--- src/rtl/lineclamp_pkg.sv ---
package lineclamp_pkg;

  // Strobes passed from the control capture to the datapath, aligned to the
  // sample register.
  typedef struct packed {
    logic useLoop;    // loop enabled for this sample
    logic winActive;  // clamp window decoded active
    logic zeroOut;    // blank this sample
  } clampStrobes_t;

endpackage

--- src/rtl/lineclamp_ctrl.sv ---
module lineclamp_ctrl
  import lineclamp_pkg::*;
(
  input  logic          clk,
  input  logic          rstN,
  input  logic          winIn,
  input  logic          blankIn,
  input  logic          activeHigh,
  input  logic          loopEn,
  output clampStrobes_t strobe
);

  logic winQ;
  logic blankQ;
  logic enQ;

  // Polarity decode happens at capture, so each sample carries its own mode.
  always_ff @(posedge clk or negedge rstN) begin
    if (!rstN) begin
      winQ   <= 1'b0;
      blankQ <= 1'b0;
      enQ    <= 1'b0;
    end else begin
      winQ   <= (winIn == activeHigh);
      blankQ <= (blankIn == activeHigh);
      enQ    <= loopEn;
    end
  end

  // The window takes priority over blanking.
  always_comb begin
    strobe.useLoop   = enQ;
    strobe.winActive = winQ;
    strobe.zeroOut   = blankQ & ~winQ;
  end

endmodule

--- src/rtl/lineclamp_datapath.sv ---
module lineclamp_datapath
  import lineclamp_pkg::*;
#(
  parameter int PIX_W     = 12,
  parameter int REF_W     = 8,
  parameter int CORR_LIM  = 255,
  parameter int CORR_W    = 9,
  parameter int ERR_SHIFT = 2,
  parameter int LATENCY   = 9
) (
  input  logic                     clk,
  input  logic                     rstN,
  input  logic [PIX_W-1:0]         pixIn,
  input  logic                     fallEdge,
  input  logic [REF_W-1:0]         blackRef,
  input  clampStrobes_t            strobe,
  output logic [PIX_W-1:0]         pixOut,
  output logic signed [CORR_W-1:0] corrOut
);

  localparam int SW = PIX_W + 3;
  localparam logic signed [SW-1:0] PIX_MAX_S = SW'((1 << PIX_W) - 1);
  localparam logic signed [SW-1:0] LIM_S     = SW'(CORR_LIM);

  logic [PIX_W-1:0]         negCap;
  logic [PIX_W-1:0]         pixQ;
  logic [REF_W-1:0]         refQ;
  logic signed [CORR_W-1:0] corrQ;
  logic signed [CORR_W-1:0] corrNext;
  logic                     loopRun;

  logic signed [SW-1:0] pixS, refS, corrS, offS, sumS, errS, stepS, nextS, satS;
  logic [PIX_W-1:0]     yComb;
  logic [PIX_W-1:0]     stageIn;

  // Falling-edge capture for the alternate sampling edge.
  always_ff @(negedge clk or negedge rstN) begin
    if (!rstN) negCap <= '0;
    else       negCap <= pixIn;
  end

  always_ff @(posedge clk or negedge rstN) begin
    if (!rstN) begin
      pixQ <= '0;
      refQ <= '0;
    end else begin
      pixQ <= fallEdge ? negCap : pixIn;
      refQ <= blackRef;
    end
  end

  assign loopRun = strobe.useLoop & strobe.winActive;

  // Offset, clip, error and saturating integrator step.
  always_comb begin
    pixS  = $signed({{(SW-PIX_W){1'b0}}, pixQ});
    refS  = $signed({{(SW-REF_W){1'b0}}, refQ});
    corrS = $signed({{(SW-CORR_W){corrQ[CORR_W-1]}}, corrQ});
    offS  = strobe.useLoop ? corrS : refS;
    sumS  = pixS + offS;
    if (sumS < 0)              yComb = '0;
    else if (sumS > PIX_MAX_S) yComb = '1;
    else                       yComb = PIX_W'(sumS);
    errS  = $signed({{(SW-PIX_W){1'b0}}, yComb}) - refS;
    stepS = errS >>> ERR_SHIFT;
    nextS = corrS - stepS;
    if (nextS > LIM_S)       satS = LIM_S;
    else if (nextS < -LIM_S) satS = -LIM_S;
    else                     satS = nextS;
    corrNext = CORR_W'(satS);
    stageIn  = strobe.zeroOut ? '0 : yComb;
  end

  always_ff @(posedge clk or negedge rstN) begin
    if (!rstN)        corrQ <= '0;
    else if (loopRun) corrQ <= corrNext;
  end

  // Output delay line, first stage holds the corrected sample.
  logic [PIX_W-1:0] pipe [LATENCY];

  always_ff @(posedge clk or negedge rstN) begin
    if (!rstN) pipe[0] <= '0;
    else       pipe[0] <= stageIn;
  end

  for (genvar gi = 1; gi < LATENCY; gi++) begin : g_delay
    always_ff @(posedge clk or negedge rstN) begin
      if (!rstN) pipe[gi] <= '0;
      else       pipe[gi] <= pipe[gi-1];
    end
  end

  assign pixOut  = pipe[LATENCY-1];
  assign corrOut = corrQ;

  // correction never leaves the DAC range
  a_r4_corr_limit: assert property (@(posedge clk) disable iff (!rstN)
    (corrQ <= CORR_W'(CORR_LIM)) && (corrQ >= -CORR_W'(CORR_LIM)));

  // correction frozen outside the window
  a_r5_hold_outside: assert property (@(posedge clk) disable iff (!rstN)
    !strobe.winActive |=> $stable(corrQ));

  // correction frozen with the loop disabled
  a_r10_hold_disabled: assert property (@(posedge clk) disable iff (!rstN)
    !strobe.useLoop |=> $stable(corrQ));

  // a sample above target never raises the correction
  a_r3_direction: assert property (@(posedge clk) disable iff (!rstN)
    (loopRun && errS > 0) |=> corrQ <= $past(corrQ));

  // blanked sample enters the delay line as zero
  a_r7_blank_zero: assert property (@(posedge clk) disable iff (!rstN)
    strobe.zeroOut |=> pipe[0] == '0);

  // window sample is never blanked
  a_r8_window_wins: assert property (@(posedge clk) disable iff (!rstN)
    strobe.winActive |=> pipe[0] == $past(yComb));

endmodule

--- src/rtl/black_level_clamp.sv ---
module black_level_clamp
  import lineclamp_pkg::*;
#(
  parameter int PIX_W     = 12,
  parameter int REF_W     = 8,
  parameter int CORR_LIM  = 255,
  parameter int ERR_SHIFT = 2,
  parameter int LATENCY   = 9,
  localparam int CORR_W   = $clog2(CORR_LIM + 1) + 1
) (
  input  logic                     clk,
  input  logic                     rstN,
  input  logic [PIX_W-1:0]         pixIn,
  input  logic                     winIn,
  input  logic                     blankIn,
  input  logic                     activeHigh,
  input  logic                     fallEdge,
  input  logic                     loopEn,
  input  logic [REF_W-1:0]         blackRef,
  output logic [PIX_W-1:0]         pixOut,
  output logic signed [CORR_W-1:0] corrOut
);

  clampStrobes_t strobe;

  lineclamp_ctrl i_ctrl (
    .clk        (clk),
    .rstN       (rstN),
    .winIn      (winIn),
    .blankIn    (blankIn),
    .activeHigh (activeHigh),
    .loopEn     (loopEn),
    .strobe     (strobe)
  );

  lineclamp_datapath #(
    .PIX_W     (PIX_W),
    .REF_W     (REF_W),
    .CORR_LIM  (CORR_LIM),
    .CORR_W    (CORR_W),
    .ERR_SHIFT (ERR_SHIFT),
    .LATENCY   (LATENCY)
  ) i_datapath (
    .clk      (clk),
    .rstN     (rstN),
    .pixIn    (pixIn),
    .fallEdge (fallEdge),
    .blackRef (blackRef),
    .strobe   (strobe),
    .pixOut   (pixOut),
    .corrOut  (corrOut)
  );

endmodule

--- config.mk ---
export PLATFORM = sky130hd
export DESIGN_NAME = black_level_clamp
export DESIGN_NICKNAME = d
export VERILOG_FILES = /design/src/rtl/lineclamp_pkg.sv /design/src/rtl/lineclamp_ctrl.sv /design/src/rtl/lineclamp_datapath.sv /design/src/rtl/black_level_clamp.sv
export SDC_FILE = /design/constraint.sdc
export NUM_CORES = 1
export LEC_CHECK = 0
export ABC_AREA = 1
export CORE_MARGIN = 2
export CORE_UTILIZATION = 39
export DETAILED_ROUTE_END_ITERATION = 8
export GPL_ROUTABILITY_DRIVEN = 0
export PLACE_DENSITY_LB_ADDON = 0.3
export SLEW_MARGIN = 20
export SYNTH_ARGS = -nofsm -noshare
export SYNTH_HDL_FRONTEND = slang
export SYNTH_HIERARCHICAL = 1
export SYNTH_SLANG_ARGS = --single-unit
--- constraint.sdc ---
create_clock -name clk -period 6.25 [get_ports clk]
set_clock_uncertainty 0.2 [all_clocks]
set_input_delay 1.25 -clock clk [delete_from_list [all_inputs] [get_ports clk]]
set_output_delay 1.25 -clock clk [all_outputs]
set_load 0.05 [all_outputs]
==> results of run 1 <==
==> cells by family (layout without fill, tap and decap cells) <==
logic type	Yosys count	count (layout)	share of synthesized area [%]
xor gates and xnor gates	22	22	3.090
AOI/OAI and AO/OA	66	66	6.421
muxes	12	12	2.167
buffers and inverters	85	152	6.340
and+or+nand+nor	200	200	15.13
DFF	152	152	61.00
adders and majority gates	28	28	5.859
==> registers in the layout, indices dropped and copies added, names as in the netlist <==
register,flops
i_datapath/pipe,96
i_datapath/negCap,12
i_datapath/pixOut,12
i_datapath/pixQ,12
i_datapath/corrOut,9
i_datapath/refQ,8
i_ctrl/blankQ,1
i_ctrl/enQ,1
i_ctrl/winQ,1
==> metrics by stage <==
| stage | cell area, sq um | instances | hold WS (ps) | TNS [ps] | setup slack [ps] |
|---|---|---|---|---|---|
| finish | 7500 | 848 | 142.5 | 0 | 464.1 |
| global route | 7500 | 848 | 150.4 | -53.79 | -39.97 |
| CTS | 7431 | 840 | 144.9 | 0 | 147.8 |
| detailed placement | 6842 | 809 | 134.7 | 0 | 195.9 |
| global placement | 6842 | 809 | 132.3 | 0 | 516.3 |
| floorplan | 6236 | 565 | 131.2 | 0 | 571.2 |
==> layout make-up <==
class / count / share of cell area [%]
sequential: 152 / 50.73
multi-input combinational: 328 / 27.24
timing repair buffer: 58 / 7.357
clock buffer: 22 / 6.323
tap: 216 / 3.604
inverter: 63 / 3.203
clock inverter: 9 / 1.535
==> what timing repair did <==
item,4_1_cts,5_1_grt
setup buffers,0,8
gates resized for setup,0,8
setup endpoints to repair,0,8
==> metal layers <==
metal  vias up  share of wire (%)  GRT usage (%)
met3        21                3.8          3.868
met2       108                 50          24.15
met5         -                  0              0
met4         0                3.4          8.511
met1      1868                 43          16.81
li1       1905                  -              -
==> cells in the final DEF (no fill, tap or decap), types with 3 or more instances in the layout <==
cell type	synthesis	routed
dfrtp_1	140	139
nand3_2	3	3
nand2_2	20	20
o21ai_0	13	9
o21ai_1	2	6
clkbuf_16	0	17
clkdlybuf4s50_1	0	46
nand3_1	25	25
a21oi_1	31	30
nand3b_1	4	4
xnor2_1	9	9
xor2_1	13	13
inv_2	3	3
nor2_1	30	30
nor2_2	3	3
a21oi_2	2	3
nand2_1	101	101
clkbuf_8	0	3
nor3_1	4	4
mux2_2	12	12
dfrtn_1	12	12
ha_1	26	25
a211oi_1	8	8
buf_4	14	10
nand4_1	3	3
inv_1	60	59
==> worst min path at each step <==
stage	to	cells after the start	slack (ps)
finish	i_datapath/pipe[92]	0	140
global route	i_datapath/pipe[85]	0	150
CTS	i_datapath/pipe[79]	0	140
detailed placement	i_datapath/pipe[12]	0	130
global placement	i_datapath/pipe[94]	0	130
floorplan	i_datapath/pipe[12]	0	130
==> impl_metrics.env, run 1 <==
export IMPL_area_delta_synth_final_pct=20.26
export IMPL_die_area_sq_um=17020
export IMPL_routed_wl_microns=11090
export IMPL_utilization_pct=47.56
export IMPL_synth_common_cells="140 x dfrtp_1, 101 x nand2_1, 60 x inv_1, 31 x a21oi_1, 30 x nor2_1"
export IMPL_crit_top_cell="nand2_1"
export IMPL_dpl_hpwl_microns=8007
export IMPL_grt_max_degree=71
export IMPL_synth_top_area_share_pct=56.18
export IMPL_numCtsBuffers=17
export IMPL_die_h_microns=130.5
export IMPL_final_max_slew_viol_count=0
export IMPL_seqCellArea_sq_um=3805
export IMPL_grt_total_usage_pct=14.44
export IMPL_hold_start="i_datapath/pipe[104]"
export IMPL_ys_flop_type="dfrtp_1"
export IMPL_status="completed"
export IMPL_synth_edf_count=0
export IMPL_setup_violations=0
export IMPL_detail_route_antenna_nets=0
export IMPL_wire_per_inst_microns=13.08
export IMPL_clockBufferDepth=2
export IMPL_crit_type="reg2reg"
export IMPL_crit_arrival_ps=5890
export IMPL_root_buffer="clkbuf_16"
export IMPL_core_area_sq_um=15770
export IMPL_rr_worst_depth=34
export IMPL_initial_utilization_pct=39.54
export IMPL_synthCells=565
export IMPL_yosysMostFrequentCell="dfrtp_1"
export IMPL_dr_pass1_iters=4
export IMPL_antenna_found_initial=0
export IMPL_cp_endpoint="i_datapath/corrOut[5]"
export IMPL_path_buf_inv=5
export IMPL_synth_top_area_cell="dfrtp_1"
export IMPL_ys_seq_area_share_pct=61.00
export IMPL_vias=3902
export IMPL_crit_required_ps=6350
export IMPL_cpPeakStageDelay_ps=460
export IMPL_final_hold_viol_count=0
export IMPL_maxSlewHeadroom_pct=44.52
export IMPL_ys_seq_elements=152
export IMPL_avgSynthCellArea_sq_um=11.04
export IMPL_clk_latency_ps=420
export IMPL_htree_levels=4
export IMPL_critPathTopFamily="compound AO/OA/AOI/OAI gates"
export IMPL_yosysWarningCount=6
export IMPL_antennaDiodeCount=0
export IMPL_syn_num_nets=620
export IMPL_portBuffers=47
export IMPL_tightest_slew_ps=829.2
export IMPL_startpoint="i_ctrl/enQ"
export IMPL_grt_pass1_vias=4065
export IMPL_fin_crit_ps=5786
export IMPL_syn_area_sq_um=6236
export IMPL_core_rowCount=46
export IMPL_drtIter0Drc=152
export IMPL_overflow=0
export IMPL_crit_cells=34
export IMPL_async_reset_ff_share_pct=100.0
export IMPL_worst_path_max_fanout=10
export IMPL_cpMaxStageDelayCell="dfrtp_2"
export IMPL_finish_net_count=675
export IMPL_r2r_end="i_datapath/corrOut[5]"
export IMPL_pin_count=48
export IMPL_crit_path_end_kind="flip-flop"
export IMPL_numClockSinks=152
export IMPL_grt_first_pass_wirelength_microns=18690
export IMPL_fill_cells=1448
export IMPL_fmax_mhz=172.8
export IMPL_drcViolationCount=0
export IMPL_period_share_pct=92.57
export IMPL_synth_area_top_cells="dfrtp_1 56%, nand2_1 6.1%, ha_1 5.2%, dfrtn_1 4.8%, inv_1 3.6%"
export IMPL_multiInputGateArea_sq_um=2043
export IMPL_drive_above_1_share_pct=15.19
export IMPL_die_w_microns=130.5
export IMPL_holdBufCountCts=0
export IMPL_clk_pin_slew_ps=60
export IMPL_cp_start_kind="flip-flop"
export IMPL_cap_violations=0
export IMPL_yosys_cell_types_count=43
export IMPL_cts_tree="yes"
export IMPL_r2r_slack_ps=460
export IMPL_vias_per_cell=4.601
export IMPL_min_path_type="reg2reg"
export IMPL_r2r_start="i_ctrl/enQ"
Power of run 1 is not shown: default switching activity piles up to over one toggle a cycle in this logic, so the estimate is an artifact.
==> run 2, diff against run 1 <==
CAP_MARGIN = 20   (was default)
CORE_ASPECT_RATIO = 1.25   (was default)
RECOVER_POWER = 25   (was default)
==> impl_metrics.env, run 2 (same netlist as run 1, synthesis figures left out) <==
export IMPL_status="completed"
export IMPL_die_area_sq_um=17020
export IMPL_vias=3949
export IMPL_layout_cells_non_filler=840
export IMPL_tns_ps=0
export IMPL_root_buffer="clkbuf_16"
export IMPL_numCtsBuffers=17
export IMPL_final_hold_viol_count=0
export IMPL_grt_max_degree=90
export IMPL_detail_route_antenna_nets=0
export IMPL_core_rowCount=51
export IMPL_numClockSinks=152
export IMPL_r2r_start="i_ctrl/enQ"
export IMPL_cts_tree="yes"
export IMPL_cap_violations=0
export IMPL_fmax_mhz=174.6
export IMPL_dr_pass1_iters=5
export IMPL_crit_arrival_ps=5840
export IMPL_htree_levels=4
export IMPL_portBuffers=47
export IMPL_grt_total_usage_pct=14.18
export IMPL_crit_top_cell="nand2_1"
export IMPL_setup_violations=0
export IMPL_holdBufCountCts=0
export IMPL_maxSlewHeadroom_pct=41.09
export IMPL_clk_pin_slew_ps=60
export IMPL_core_area_sq_um=15630
export IMPL_rr_worst_depth=35
export IMPL_cpMaxStageDelayCell="dfrtp_2"
export IMPL_finish_net_count=670
export IMPL_pin_count=48
export IMPL_critPathTopFamily="simple AND/OR/NAND/NOR gates"
export IMPL_rsz0062_at_grt="no"
export IMPL_layout_commonest_cell="dfrtp_1"
export IMPL_path_buf_inv=6
export IMPL_die_w_microns=117.1
export IMPL_crit_type="reg2reg"
export IMPL_routed_wl_microns=10840
export IMPL_holdPathEnd="i_datapath/pipe[60]"
export IMPL_tightest_slew_ps=880.4
export IMPL_area_delta_synth_final_pct=20.00
export IMPL_die_h_microns=145.4
export IMPL_overflow=0
export IMPL_initial_utilization_pct=39.89
export IMPL_min_path_type="reg2reg"
export IMPL_most_common_layout_cells="139 x dfrtp_1, 101 x nand2_1, 59 x inv_1"
export IMPL_wire_per_inst_microns=12.91
export IMPL_grt_first_pass_wirelength_microns=18470
export IMPL_crit_path_end_kind="flip-flop"
export IMPL_clockBufferDepth=2
export IMPL_worst_path_max_fanout=15
export IMPL_final_max_slew_viol_count=0
export IMPL_fin_crit_ps=5727
export IMPL_dpl_hpwl_microns=7805
export IMPL_largest_reg_flops=96
export IMPL_r2r_end="i_datapath/corrOut[0]"
export IMPL_cpPeakStageDelay_ps=460
export IMPL_vias_per_cell=4.701
export IMPL_hold_start="i_datapath/pipe[72]"
export IMPL_cp_start_kind="flip-flop"
export IMPL_drcViolationCount=0
export IMPL_clk_latency_ps=420
export IMPL_largest_register="i_datapath/pipe"
export IMPL_dp_cells=804
export IMPL_grt_pass1_vias=3992
export IMPL_crit_required_ps=6370
export IMPL_period_share_pct=91.63
export IMPL_r2r_slack_ps=520
export IMPL_utilization_pct=47.87
export IMPL_antenna_found_initial=0
export IMPL_drtIter0Drc=206
export IMPL_hold_depth=0
export IMPL_antennaDiodeCount=0
export IMPL_drive_above_1_share_pct=15.13
-- run 2: layer usage --
metal	vias to the layer above	wire (microns)	global-route usage [%]	part of all wire (%)
met5	-	0	0	0
met4	0	488	8.353	4.5
met3	39	441	4.040	4.1
met2	116	5634	23.73	52
met1	1893	4280	15.81	39
li1	1901	-	-	-
-- run 2: how the worst max path moves through the flow --
stage | from | end | slack [ps] | depth (start not counted)
2_1_floorplan | i_ctrl/enQ | i_datapath/corrOut[0] | 570 | 39
5_1_grt | i_ctrl/enQ | i_datapath/corrOut[0] | 30 | 37
6_report | i_ctrl/enQ | i_datapath/corrOut[0] | 520 | 35
3_5_place_dp | i_ctrl/enQ | i_datapath/corrOut[0] | 300 | 35
3_3_place_gp | i_ctrl/enQ | i_datapath/corrOut[0] | 480 | 37
4_1_cts | i_ctrl/enQ | i_datapath/corrOut[0] | 280 | 35
-- run 2: stage by stage --
step           instance area (sq um)  setup WS (ps)  hold WS (ps)
2_1_floorplan                   6236          571.2         131.2
3_3_place_gp                    6829          476.7         131.7
3_5_place_dp                    6829          303.1         134.7
4_1_cts                         7428          280.5         144.2
5_1_grt                         7483          34.19         145.1
6_report                        7483          522.9         141.8
-- run 2: repair_timing --
item                       CTS  global route
setup endpoints to repair    0             8
buffers inserted             0             4
resized for setup            0             7
hold endpoints to repair     0             0
-- run 2: final cells by class --
| cell class | instances | area (sq um) |
|---|---|---|
| repair buffers | 53 | 524.3 |
| flip-flops and latches | 152 | 3805 |
| inverters | 63 | 240.2 |
| clock inverters | 14 | 170.2 |
| clock buffers | 18 | 429.2 |
| fillers | 1416 | 8150 |
| multi-input cells | 328 | 2049 |
| well taps | 212 | 265.3 |
Power of run 2 is left out for the same reason.
